<file path="config.mk">
export PLATFORM = sky130hd
export DESIGN_NAME = shared_state_holder
export DESIGN_NICKNAME = d
export VERILOG_FILES = /design/src/rtl/shst_pkg.sv /design/src/rtl/shst_mixcol.sv /design/src/rtl/shst_rowshift.sv /design/src/rtl/shst_seqctl.sv /design/src/rtl/shared_state_holder.sv
export SDC_FILE = /design/constraint.sdc
export NUM_CORES = 1
export LEC_CHECK = 0
export ABC_AREA = 1
export ABC_CLOCK_PERIOD_IN_PS = 5600
export CAP_MARGIN = 40
export CORE_MARGIN = 8
export CORE_UTILIZATION = 28
export DETAILED_ROUTE_END_ITERATION = 7
export PLACE_DENSITY_LB_ADDON = 0.08
export SLEW_MARGIN = 10
export SYNTH_ARGS = -nofsm -noshare
export SYNTH_HDL_FRONTEND = slang
export SYNTH_SLANG_ARGS = --single-unit
</file>
<file path="constraint.sdc">
create_clock -name clk -period 5.6 [get_ports clk]
set_clock_uncertainty 0.1 [all_clocks]
set_input_delay 1.12 -clock clk [delete_from_list [all_inputs] [get_ports clk]]
set_output_delay 1.12 -clock clk [all_outputs]
set_load 0.005 [all_outputs]
</file>
<file path="src/rtl/shst_pkg.sv">
package shst_pkg;

  localparam int unsigned NBYTES = 16;
  localparam int unsigned NCOLS  = 4;
  localparam int unsigned SHW    = 8 * NBYTES;

  typedef enum logic [1:0] {
    OP_HOLD  = 2'b00,
    OP_SHIFT = 2'b01,
    OP_SROW  = 2'b10,
    OP_MIX   = 2'b11
  } op_e;

  // GF(2^8) doubling, reduction polynomial x^8+x^4+x^3+x+1
  function automatic logic [7:0] gf_dbl(input logic [7:0] a);
    return {a[6:0], 1'b0} ^ (a[7] ? 8'h1b : 8'h00);
  endfunction

  // chain position p (row-major walk) -> column-major byte index
  function automatic int unsigned walk_byte(input int unsigned p);
    return (p % NCOLS) * 4 + p / NCOLS;
  endfunction

endpackage

</file>
<file path="src/rtl/shst_mixcol.sv">
module shst_mixcol #(
  parameter int NSHARES = 2
) (
  input  logic [NSHARES*32-1:0] col_i,
  output logic [NSHARES*32-1:0] col_o
);
  import shst_pkg::*;

  for (genvar s = 0; s < NSHARES; s++) begin : g_share
    logic [7:0] a0, a1, a2, a3;
    assign a0 = col_i[s*32 +  0 +: 8];
    assign a1 = col_i[s*32 +  8 +: 8];
    assign a2 = col_i[s*32 + 16 +: 8];
    assign a3 = col_i[s*32 + 24 +: 8];
    assign col_o[s*32 +  0 +: 8] = gf_dbl(a0) ^ gf_dbl(a1) ^ a1 ^ a2 ^ a3;
    assign col_o[s*32 +  8 +: 8] = a0 ^ gf_dbl(a1) ^ gf_dbl(a2) ^ a2 ^ a3;
    assign col_o[s*32 + 16 +: 8] = a0 ^ a1 ^ gf_dbl(a2) ^ gf_dbl(a3) ^ a3;
    assign col_o[s*32 + 24 +: 8] = gf_dbl(a0) ^ a0 ^ a1 ^ a2 ^ gf_dbl(a3);
  end

endmodule

</file>
<file path="src/rtl/shst_rowshift.sv">
module shst_rowshift #(
  parameter int NSHARES = 2
) (
  input  logic [NSHARES*128-1:0] st_i,
  output logic [NSHARES*128-1:0] st_o
);
  for (genvar s = 0; s < NSHARES; s++) begin : g_share
    for (genvar r = 0; r < 4; r++) begin : g_row
      for (genvar c = 0; c < 4; c++) begin : g_col
        localparam int DST = 4 * c + r;
        localparam int SRC = 4 * ((c + r) % 4) + r;
        assign st_o[s*128 + DST*8 +: 8] = st_i[s*128 + SRC*8 +: 8];
      end
    end
  end

endmodule

</file>
<file path="src/rtl/shst_seqctl.sv">
module shst_seqctl (
  input  logic       clk,
  input  logic       rst_n,
  input  logic       load_i,
  input  logic [1:0] op_i,
  input  logic       stall_i,
  input  logic       last_i,
  output logic       upd_shift_o,
  output logic       upd_srow_o,
  output logic       upd_mix_o,
  output logic [1:0] col_o,
  output logic       done_o
);
  import shst_pkg::*;

  localparam int CW = $clog2(NCOLS);
  localparam int BW = $clog2(NBYTES);

  op_e             op;
  logic            go;
  logic [CW-1:0]   col_q, col_d;
  logic [BW-1:0]   lrc_q, lrc_d;
  logic            done_q, done_d;
  logic            col_en, lrc_en;

  assign op = op_e'(op_i);

  always_comb begin
    go          = !load_i && !stall_i;
    upd_shift_o = go && (op == OP_SHIFT);
    upd_srow_o  = go && (op == OP_SROW);
    upd_mix_o   = go && (op == OP_MIX) && !last_i;
  end

  always_comb begin
    col_en = load_i || upd_mix_o;
    col_d  = load_i ? '0 : col_q + 1'b1;
    lrc_en = load_i || (upd_shift_o && last_i);
    lrc_d  = load_i ? '0 : lrc_q + 1'b1;
    done_d = done_q;
    if (load_i)
      done_d = 1'b0;
    else if (upd_shift_o && last_i && (lrc_q == BW'(NBYTES - 1)))
      done_d = 1'b1;
  end

  always_ff @(posedge clk or negedge rst_n) begin
    if (!rst_n) begin
      col_q  <= '0;
      lrc_q  <= '0;
      done_q <= 1'b0;
    end else begin
      if (col_en) col_q <= col_d;
      if (lrc_en) lrc_q <= lrc_d;
      done_q <= done_d;
    end
  end

  assign col_o  = col_q;
  assign done_o = done_q;

  AST_DONE_AFTER_FINAL_SHIFT: assert property (@(posedge clk) disable iff (!rst_n)
    $rose(done_q) |-> $past(last_i && !stall_i && !load_i && (op_i == 2'b01)));
  AST_STALL_FREEZES_COUNTERS: assert property (@(posedge clk) disable iff (!rst_n)
    (stall_i && !load_i) |=> ($stable(col_q) && $stable(lrc_q) && $stable(done_q)));
  AST_LAST_BLOCKS_MIX: assert property (@(posedge clk) disable iff (!rst_n)
    (last_i && !load_i) |=> $stable(col_q));

endmodule

</file>
<file path="src/rtl/shared_state_holder.sv">
module shared_state_holder #(
  parameter int NSHARES = 2
) (
  input  logic                  clk,
  input  logic                  rst_n,
  input  logic                  load_i,
  input  logic [127:0]          pt_i,
  input  logic [1:0]            op_i,
  input  logic                  stall_i,
  input  logic                  last_i,
  input  logic [NSHARES*8-1:0]  din_i,
  output logic [NSHARES*8-1:0]  dout_o,
  output logic [NSHARES*128-1:0] ct_o
);
  import shst_pkg::*;

  localparam int W = NSHARES * SHW;

  logic [W-1:0]            st_q, st_d, st_sr;
  logic                    st_en;
  logic [NSHARES*32-1:0]   mix_in, mix_out;
  logic                    upd_shift, upd_srow, upd_mix, done;
  logic [1:0]              col;
  logic [NSHARES*8-1:0]    head_next;
  logic [NSHARES*32-1:0]   row0_v;

  shst_seqctl u_ctl (
    .clk        (clk),
    .rst_n      (rst_n),
    .load_i     (load_i),
    .op_i       (op_i),
    .stall_i    (stall_i),
    .last_i     (last_i),
    .upd_shift_o(upd_shift),
    .upd_srow_o (upd_srow),
    .upd_mix_o  (upd_mix),
    .col_o      (col),
    .done_o     (done)
  );

  shst_rowshift #(.NSHARES(NSHARES)) u_rows (
    .st_i(st_q),
    .st_o(st_sr)
  );

  shst_mixcol #(.NSHARES(NSHARES)) u_mix (
    .col_i(mix_in),
    .col_o(mix_out)
  );

  always_comb begin
    for (int s = 0; s < NSHARES; s++)
      mix_in[s*32 +: 32] = st_q[s*SHW + 32*int'(col) +: 32];
  end

  // next-state selection
  always_comb begin
    st_d  = st_q;
    st_en = load_i || upd_shift || upd_srow || upd_mix;
    if (load_i) begin
      st_d = '0;
      st_d[SHW-1:0] = pt_i;
    end else if (upd_shift) begin
      for (int s = 0; s < NSHARES; s++) begin
        for (int unsigned p = 0; p < NBYTES - 1; p++)
          st_d[s*SHW + 8*walk_byte(p) +: 8] = st_q[s*SHW + 8*walk_byte(p + 1) +: 8];
        st_d[s*SHW + 8*walk_byte(NBYTES - 1) +: 8] = din_i[s*8 +: 8];
      end
    end else if (upd_srow) begin
      st_d = st_sr;
    end else if (upd_mix) begin
      for (int s = 0; s < NSHARES; s++)
        st_d[s*SHW + 32*int'(col) +: 32] = mix_out[s*32 +: 32];
    end
  end

  always_ff @(posedge clk or negedge rst_n) begin
    if (!rst_n)
      st_q <= '0;
    else if (st_en)
      st_q <= st_d;
  end

  for (genvar s = 0; s < NSHARES; s++) begin : g_tap
    assign dout_o[s*8 +: 8]    = st_q[s*SHW +: 8];
    assign head_next[s*8 +: 8] = st_q[s*SHW + 8*walk_byte(1) +: 8];
    for (genvar c = 0; c < 4; c++) begin : g_r0
      assign row0_v[(s*4+c)*8 +: 8] = st_q[s*SHW + c*32 +: 8];
    end
  end

  assign ct_o = st_q & {W{done}};

  AST_LOAD_BLANKS_OUTPUT: assert property (@(posedge clk) disable iff (!rst_n)
    load_i |=> (ct_o == '0));
  AST_SHIFT_ADVANCES_HEAD: assert property (@(posedge clk) disable iff (!rst_n)
    (!load_i && !stall_i && (op_i == 2'b01)) |=> (dout_o == $past(head_next)));
  AST_STALL_HOLDS_STATE: assert property (@(posedge clk) disable iff (!rst_n)
    (stall_i && !load_i) |=> $stable(st_q));
  AST_SROW_KEEPS_ROW0: assert property (@(posedge clk) disable iff (!rst_n)
    (!load_i && !stall_i && (op_i == 2'b10)) |=> $stable(row0_v));
  AST_LAST_MIX_HOLDS: assert property (@(posedge clk) disable iff (!rst_n)
    (!load_i && !stall_i && last_i && (op_i == 2'b11)) |=> $stable(st_q));

endmodule

</file>
=== Word-level counts from Yosys, hierarchy flattened ===
Index checks and enable logic that the tools add are counted.

* Bits of input ports: 151
* Register bits: 263

* Shift-type cells: 6
* Bitwise operators: 41
* Reductions and logical operators: 20
* Add/subtract/negate cells: 5
* Muxes and demuxes: 18
* Eq/ne operators: 5

{| class="wikitable"
|+ Operators with widths
! kind !! count
|-
| 2-to-1 mux 256 bit || 4
|-
| bitwise mux 256 bit || 2
|-
| variable shift 32 x 34 -> 256 bit (first input constant) || 2
|-
| variable part select 32 x 34 -> 256 bit || 2
|-
| XOR 8 bit || 40
|-
| bitwise AND 256 bit || 1
|-
| variable part select 256 x 33 -> 32 bit || 1
|-
| variable part select 256 x 8 -> 32 bit || 1
|-
| 2-to-1 mux 5 bit || 8
|-
| negator 7 -> 34 bit || 1
|-
| negator 9 -> 34 bit || 1
|-
| adder 8 x 7 -> 9 bit (first input constant) || 1
|-
| logical AND 1 bit || 7
|-
| logical OR 1 bit || 5
|-
| adder 4 x 1 -> 4 bit (second input constant) || 1
|-
| == test 2 bit (second input constant) || 2
|-
| == test 4 bit (second input constant) || 1
|-
| 2-to-1 mux 4 bit || 1
|-
| nonzero test 4 bit || 1
|-
| logical NOT 1 bit || 3
|-
| != test 3 x 2 -> 1 bit (second input constant) || 1
|-
| AND reduction 3 bit || 1
|-
| nonzero test 3 bit || 1
|-
| adder 2 x 1 -> 2 bit (second input constant) || 1
|-
| 5 further kinds || 6
|}

=== Depth between registers and ports, before layout ===
* Depth after elaboration: 14
* Mapped depth: 21

=== Hierarchy ===
From an unflattened synthesis, not the netlist that was laid out.

* Cells, all modules: 5110
* Area total of the unflattened synthesis: 28681.3 um^2

{| class="wikitable"
|+ By module, submodules not included
! module !! cells each !! seq. area each (um^2) !! area an instance (um^2) !! times used
|-
| shared_state_holder || 3931 || 6406.1 || 22467.8 || 1
|-
| shst_mixcol || 871 || 0.0 || 3856.2 || 1
|-
| shst_rowshift || 256 || 0.0 || 1921.8 || 1
|-
| shst_seqctl || 52 || 175.2 || 435.4 || 1
|}

=== Least setup slack after synthesis ===
No wires, ideal clock.

* Path type: flip-flop to flip-flop
* Start point: register u_ctl.col_q[0], in the netlist u_ctl.col_o[0]
* End point: register st_q[159]
* Data required time: 5.435 ns
* Data arrival time: 3.286 ns
* Period minus slack after synthesis: 3.451 ns
* Buffers on the path: 6
* Cell stages (with the launch flop): 18
* Setup slack: 2.149 ns
* Cells stage by stage: dfrtp_1 > inv_2 > buf_6 > buf_2 > buf_1 > buf_1 > ha_1 > clkbuf_1 > nor2_1 > inv_1 > nand3_1 > nand2_2 > nor2_2 > inv_2 > buf_2 > a221oi_1 > o21ai_0 > nand2_1

* Longest elaborated chain between the ends: 14
* Elaborated cells between the ends (all ways): 63

{| class="wikitable"
|+ RTL lines
! element !! RTL line !! text
|-
| start: declaration || shst_seqctl.sv:21 || <nowiki>logic [CW-1:0] col_q, col_d;</nowiki>
|-
| start signal: assignment || shst_seqctl.sv:53 || <nowiki>if (col_en) col_q <= col_d;</nowiki>
|-
| adder 8 x 7 -> 9 bit or variable part select 256 x 8 -> 32 bit (tied branches) || shared_state_holder.sv:53, shared_state_holder.sv:73 ||
|-
| variable part select 256 x 33 -> 32 bit or 2-to-1 mux 5 bit (tied branches) || shared_state_holder.sv:53, shst_pkg.sv:16 ||
|-
| 2-to-1 mux 5 bit or XOR 8 bit (tied branches) || shst_pkg.sv:16 || <nowiki>return {a[6:0], 1'b0} ^ (a[7] ? 8'h1b : 8'h00);</nowiki>
|-
| XOR 8 bit, on equally long branches || - ||
|-
| XOR 8 bit, on equally long branches (3 in a row) || shst_mixcol.sv:15, shst_mixcol.sv:16, shst_mixcol.sv:18 ||
|-
| XOR 8 bit, or another cell as far along || shst_mixcol.sv:15 || <nowiki>assign col_o[s*32 + 0 +: 8] = gf_dbl(a0) ^ gf_dbl(a1) ^ a1 ^ a2 ^ a3;</nowiki>
|-
| variable part select 32 x 34 -> 256 bit or bitwise mux 256 bit (tied branches) || shared_state_holder.sv:73 || <nowiki>st_d[s*SHW + 32*int'(col) +: 32] = mix_out[s*32 +: 32];</nowiki>
|-
| bitwise mux 256 bit (*) || shared_state_holder.sv:73 ||
|-
| 2-to-1 mux 256 bit (*) || shared_state_holder.sv:71 || <nowiki>end else if (upd_mix) begin</nowiki>
|-
| 2-to-1 mux 256 bit (*) || shared_state_holder.sv:69 || <nowiki>end else if (upd_srow) begin</nowiki>
|-
| 2-to-1 mux 256 bit (*) || shared_state_holder.sv:63 || <nowiki>end else if (upd_shift) begin</nowiki>
|-
| 2-to-1 mux 256 bit (*) || shared_state_holder.sv:60 || <nowiki>if (load_i) begin</nowiki>
|-
| end signal: assignment || shared_state_holder.sv:81 || <nowiki>st_q <= st_d;</nowiki>
|-
| end: declaration || shared_state_holder.sv:19 || <nowiki>logic [W-1:0] st_q, st_d, st_sr;</nowiki>
|}

Mark *: on every way between the ends. The rest lies on a longest branch, timed or not. The select of a mux whose other input is x is not followed.
A chain may end at the register's enable or synchronous reset.

=== Final worst setup path ===
* Start point: register u_ctl.col_q[0], in the netlist u_ctl.col_o[0]
* End point: register st_q[137]

The elaborated chain is that of the path after synthesis.

==> impl_metrics.toml <==
[routing]
via_per_inst = 5.363
drt_iter0_drc = 3245
wl_met1_mm = 64.77
vias = 31960
route.detailed.drc = 0
routed.top_layer = "met5"
antenna_left = 0
wl_met3_mm = 11.90
first_pass_iters = 6
route.met2.wl_mm = 70.05
wl_per_cell_um = 25.80
wl_mm = 153.7

[clock_network]
postCtsSetupBuffers = 0
cts_hold_buf = 0
cts.sinks = 263
cts_tree = "done"
cts_max_path_buffers = 3
root_buffer = "clkbuf_16"
worstSkewPairLatency_ps = 600
clkSlewWorstSetupHoldPaths_ps = 70
htreeDepth = 2
cts_resized = 0
cts_buffers = 39

[global_routing]
antenna_found_initial = 2
grt.total_usage_pct = 28.70
grt_max_degree = 186
gr-total-overflow = 0
grt_pass1_wl_mm = 221.0
grt_pass1_vias = 30600

[cells_and_area]
layout_commonest_cell = "nand2_1"
fin_nets = 4905
fin_util_pct = 35.07
final_cell_mix = "nand2_1 (1812), inv_1 (519), clkdlybuf4s50_1 (420), nand3_1 (407), dfrtp_1 (260)"
syn_to_final_growth_pct = 24.39
drive_gt1_share_pct = 6.202
diodes = 0

[placement]
dp_slack_ps = 1005
place.gp.congestion = 0.9572
hpwl_mm = 115.2
port-buffer-count = 422

[critical_path]
crit_path_end_kind = "flip-flop"
crit_top_cell = "nand2_1"
max_stage_delay_ps = 550
critPathTopFamily = "buffers and inverters"
worstPathRequired_ps = 5980
worstSetupStartpointType = "flip-flop"
path_cells = "inv_6 > ha_2 > buf_4 > nor3_1 > inv_1 > nor2_2 > inv_2 > nor2_1 > buf_4 > inv_1 > o21ai_0 > nand2_1 > nand2_1 > nand2_1 > o21ai_0"
path_buf_inv = 6
critPathKind = "reg -> reg"
arrival_ps = 4730
path_max_fanout = 57
cp_slowest_cell = "ha_2"

[min_path]
hold_path.class = "reg -> reg"

[timing]
hold_slack_ps = 437.4
period_needed_ps = 4353
fmax_mhz = 229.7
slew_headroom_pct = 33.53
worstMarginPinSlew_ps = 997.1
rsz0062_at_grt = "no"
min_period_over_period_pct = 77.74
hold_violations = 0
setup_tns_ps = 0
fin_ws_ps = 1247
slew_violations = 0
setup_viol_count_final = 0

[flow_run]
drv_cap = 0

[synth]
synth_nets = 4666
ys_types = 58
synth-edff-count = 0
synth_ff_type = "dfrtp_1"
synth_seq_area_share_pct = 25.50
syn_area_mm2 = 0.02580
synth_seq_cells = 263
syn_inst = 4507
syn_avg_cell_area_um2 = 5.725
yosysWarnings = 0
synthArstFlopShare_pct = 100.0

[floorplan]
rows = 111
fp.dieW_um = 319.6
top_level_ports = 423
coreArea_mm2 = 0.09152
initial_core_util_pct = 28.19
die_y_um = 319.6
die_area_mm2 = 0.1021

[power]
power.density_mw_per_mm2 = 307.8
peakVddDrop_v = 0.0001898
leakage_nw = 16.61

[outcome]
outcome = "complete, no violations"
worst paths after layout:
kind | endpoint | slack (ps) | depth (start not counted) | start
worst max register to register | st_q[137]$_DFFE_PN0P_ | 1250 | 15 | u_ctl.col_o[0]$_DFFE_PN0P_
worst max-delay path | st_q[137]$_DFFE_PN0P_ | 1250 | 15 | u_ctl.col_o[0]$_DFFE_PN0P_
worst min-delay path | u_ctl.done_o$_DFFE_PN0P_ | 440 | 2 | u_ctl.lrc_q[3]$_DFFE_PN0P_
min in group asynchronous | st_q[251]$_DFFE_PN0P_ | 450 | 1 | rst_n
max in group asynchronous | st_q[6]$_DFFE_PN0P_ | 3790 | 2 | rst_n
worst min register to register | u_ctl.done_o$_DFFE_PN0P_ | 440 | 2 | u_ctl.lrc_q[3]$_DFFE_PN0P_
worst register-to-register path, stage by stage (launching register included):
cell and delay (ps):
dfrtp_4 500, inv_6 420, ha_2 560, buf_4 280, nor3_1 210, inv_1 120
nor2_2 530, inv_2 150, nor2_1 120, buf_4 330, inv_1 360, o21ai_0 250
nand2_1 100, nand2_1 60, nand2_1 40, o21ai_0 90
cells in the mapped netlist (15+ instances only):
cell type / number / area [um^2]
o21ai_0: 212 / 1061
nor3_1: 24 / 120.1
xor2_1: 22 / 192.7
a221oi_1: 16 / 140.1
dfrtp_1: 263 / 6581
buf_2: 42 / 210.2
xnor2_1: 27 / 236.5
buf_6: 17 / 191.4
nand4_1: 113 / 706.9
o211ai_1: 54 / 405.4
o21ai_1: 54 / 270.3
inv_1: 520 / 1952
nand3_1: 407 / 2037
o22ai_1: 58 / 362.9
nor2_1: 236 / 885.9
clkbuf_1: 162 / 608.1
buf_1: 44 / 165.2
buf_4: 21 / 157.7
xnor2_2: 15 / 244.0
nand2_2: 39 / 244.0
inv_2: 53 / 198.9
a21oi_1: 162 / 810.8
nand2_1: 1813 / 6805
registers in the layout, summed over array words and instances, names as in the netlist:
signal	flops
st_q	256
u_ctl.lrc_q	4
u_ctl.col_o	2
u_ctl.done_o	1
layout make-up:
class	count	area, um^2
repair buffers	485	4852
inverters	578	2182
clock inverters	12	153.9
multi-input cells	3379	15720
well taps	1186	1484
clock buffers	56	1120
fillers	10290	59430
flip-flops and latches	263	6590
kinds of logic (layout without fill, tap and decap cells):
group / after synthesis / after routing / share of synthesized area (%)
adders and majority gates: 8 / 8 / 0.3879
DFF: 263 / 263 / 25.50
AOI/OAI and AO/OA: 613 / 613 / 13.68
xor gates and xnor gates: 70 / 70 / 3.030
and+or+nand+nor: 2688 / 2688 / 43.74
buffers and inverters: 865 / 1131 / 13.66
power breakdown:
| part | internal (mW) | leakage [nW] | switching, mW | total (mW) |
|---|---|---|---|---|
| Sequential | 2.13 | 3.41 | 0.501 | 2.63 |
| Combinational | 1.23 | 12.6 | 3.46 | 4.69 |
| Clock | 1.49 | 0.624 | 1.07 | 2.56 |
| Total | 4.85 | 16.6 | 5.03 | 9.88 |
per-layer routing:
metal	vias to the layer above	track usage [%]
met5	-	0
met4	2	11.28
met3	301	4.850
met2	1533	46.73
met1	15330	37.72
li1	14790	-
per-stage QoR:
stage / area, um^2 / cells / power, mW
finish: 32100 / 5959 / 9.880
global route: 32100 / 5959 / 10.32
CTS: 32100 / 5959 / 9.792
detailed placement: 30820 / 5891 / 7.213
global placement: 30750 / 5887 / 7.213
floorplan: 25800 / 4507 / 5.216
Power figures use the tool's default switching activity.
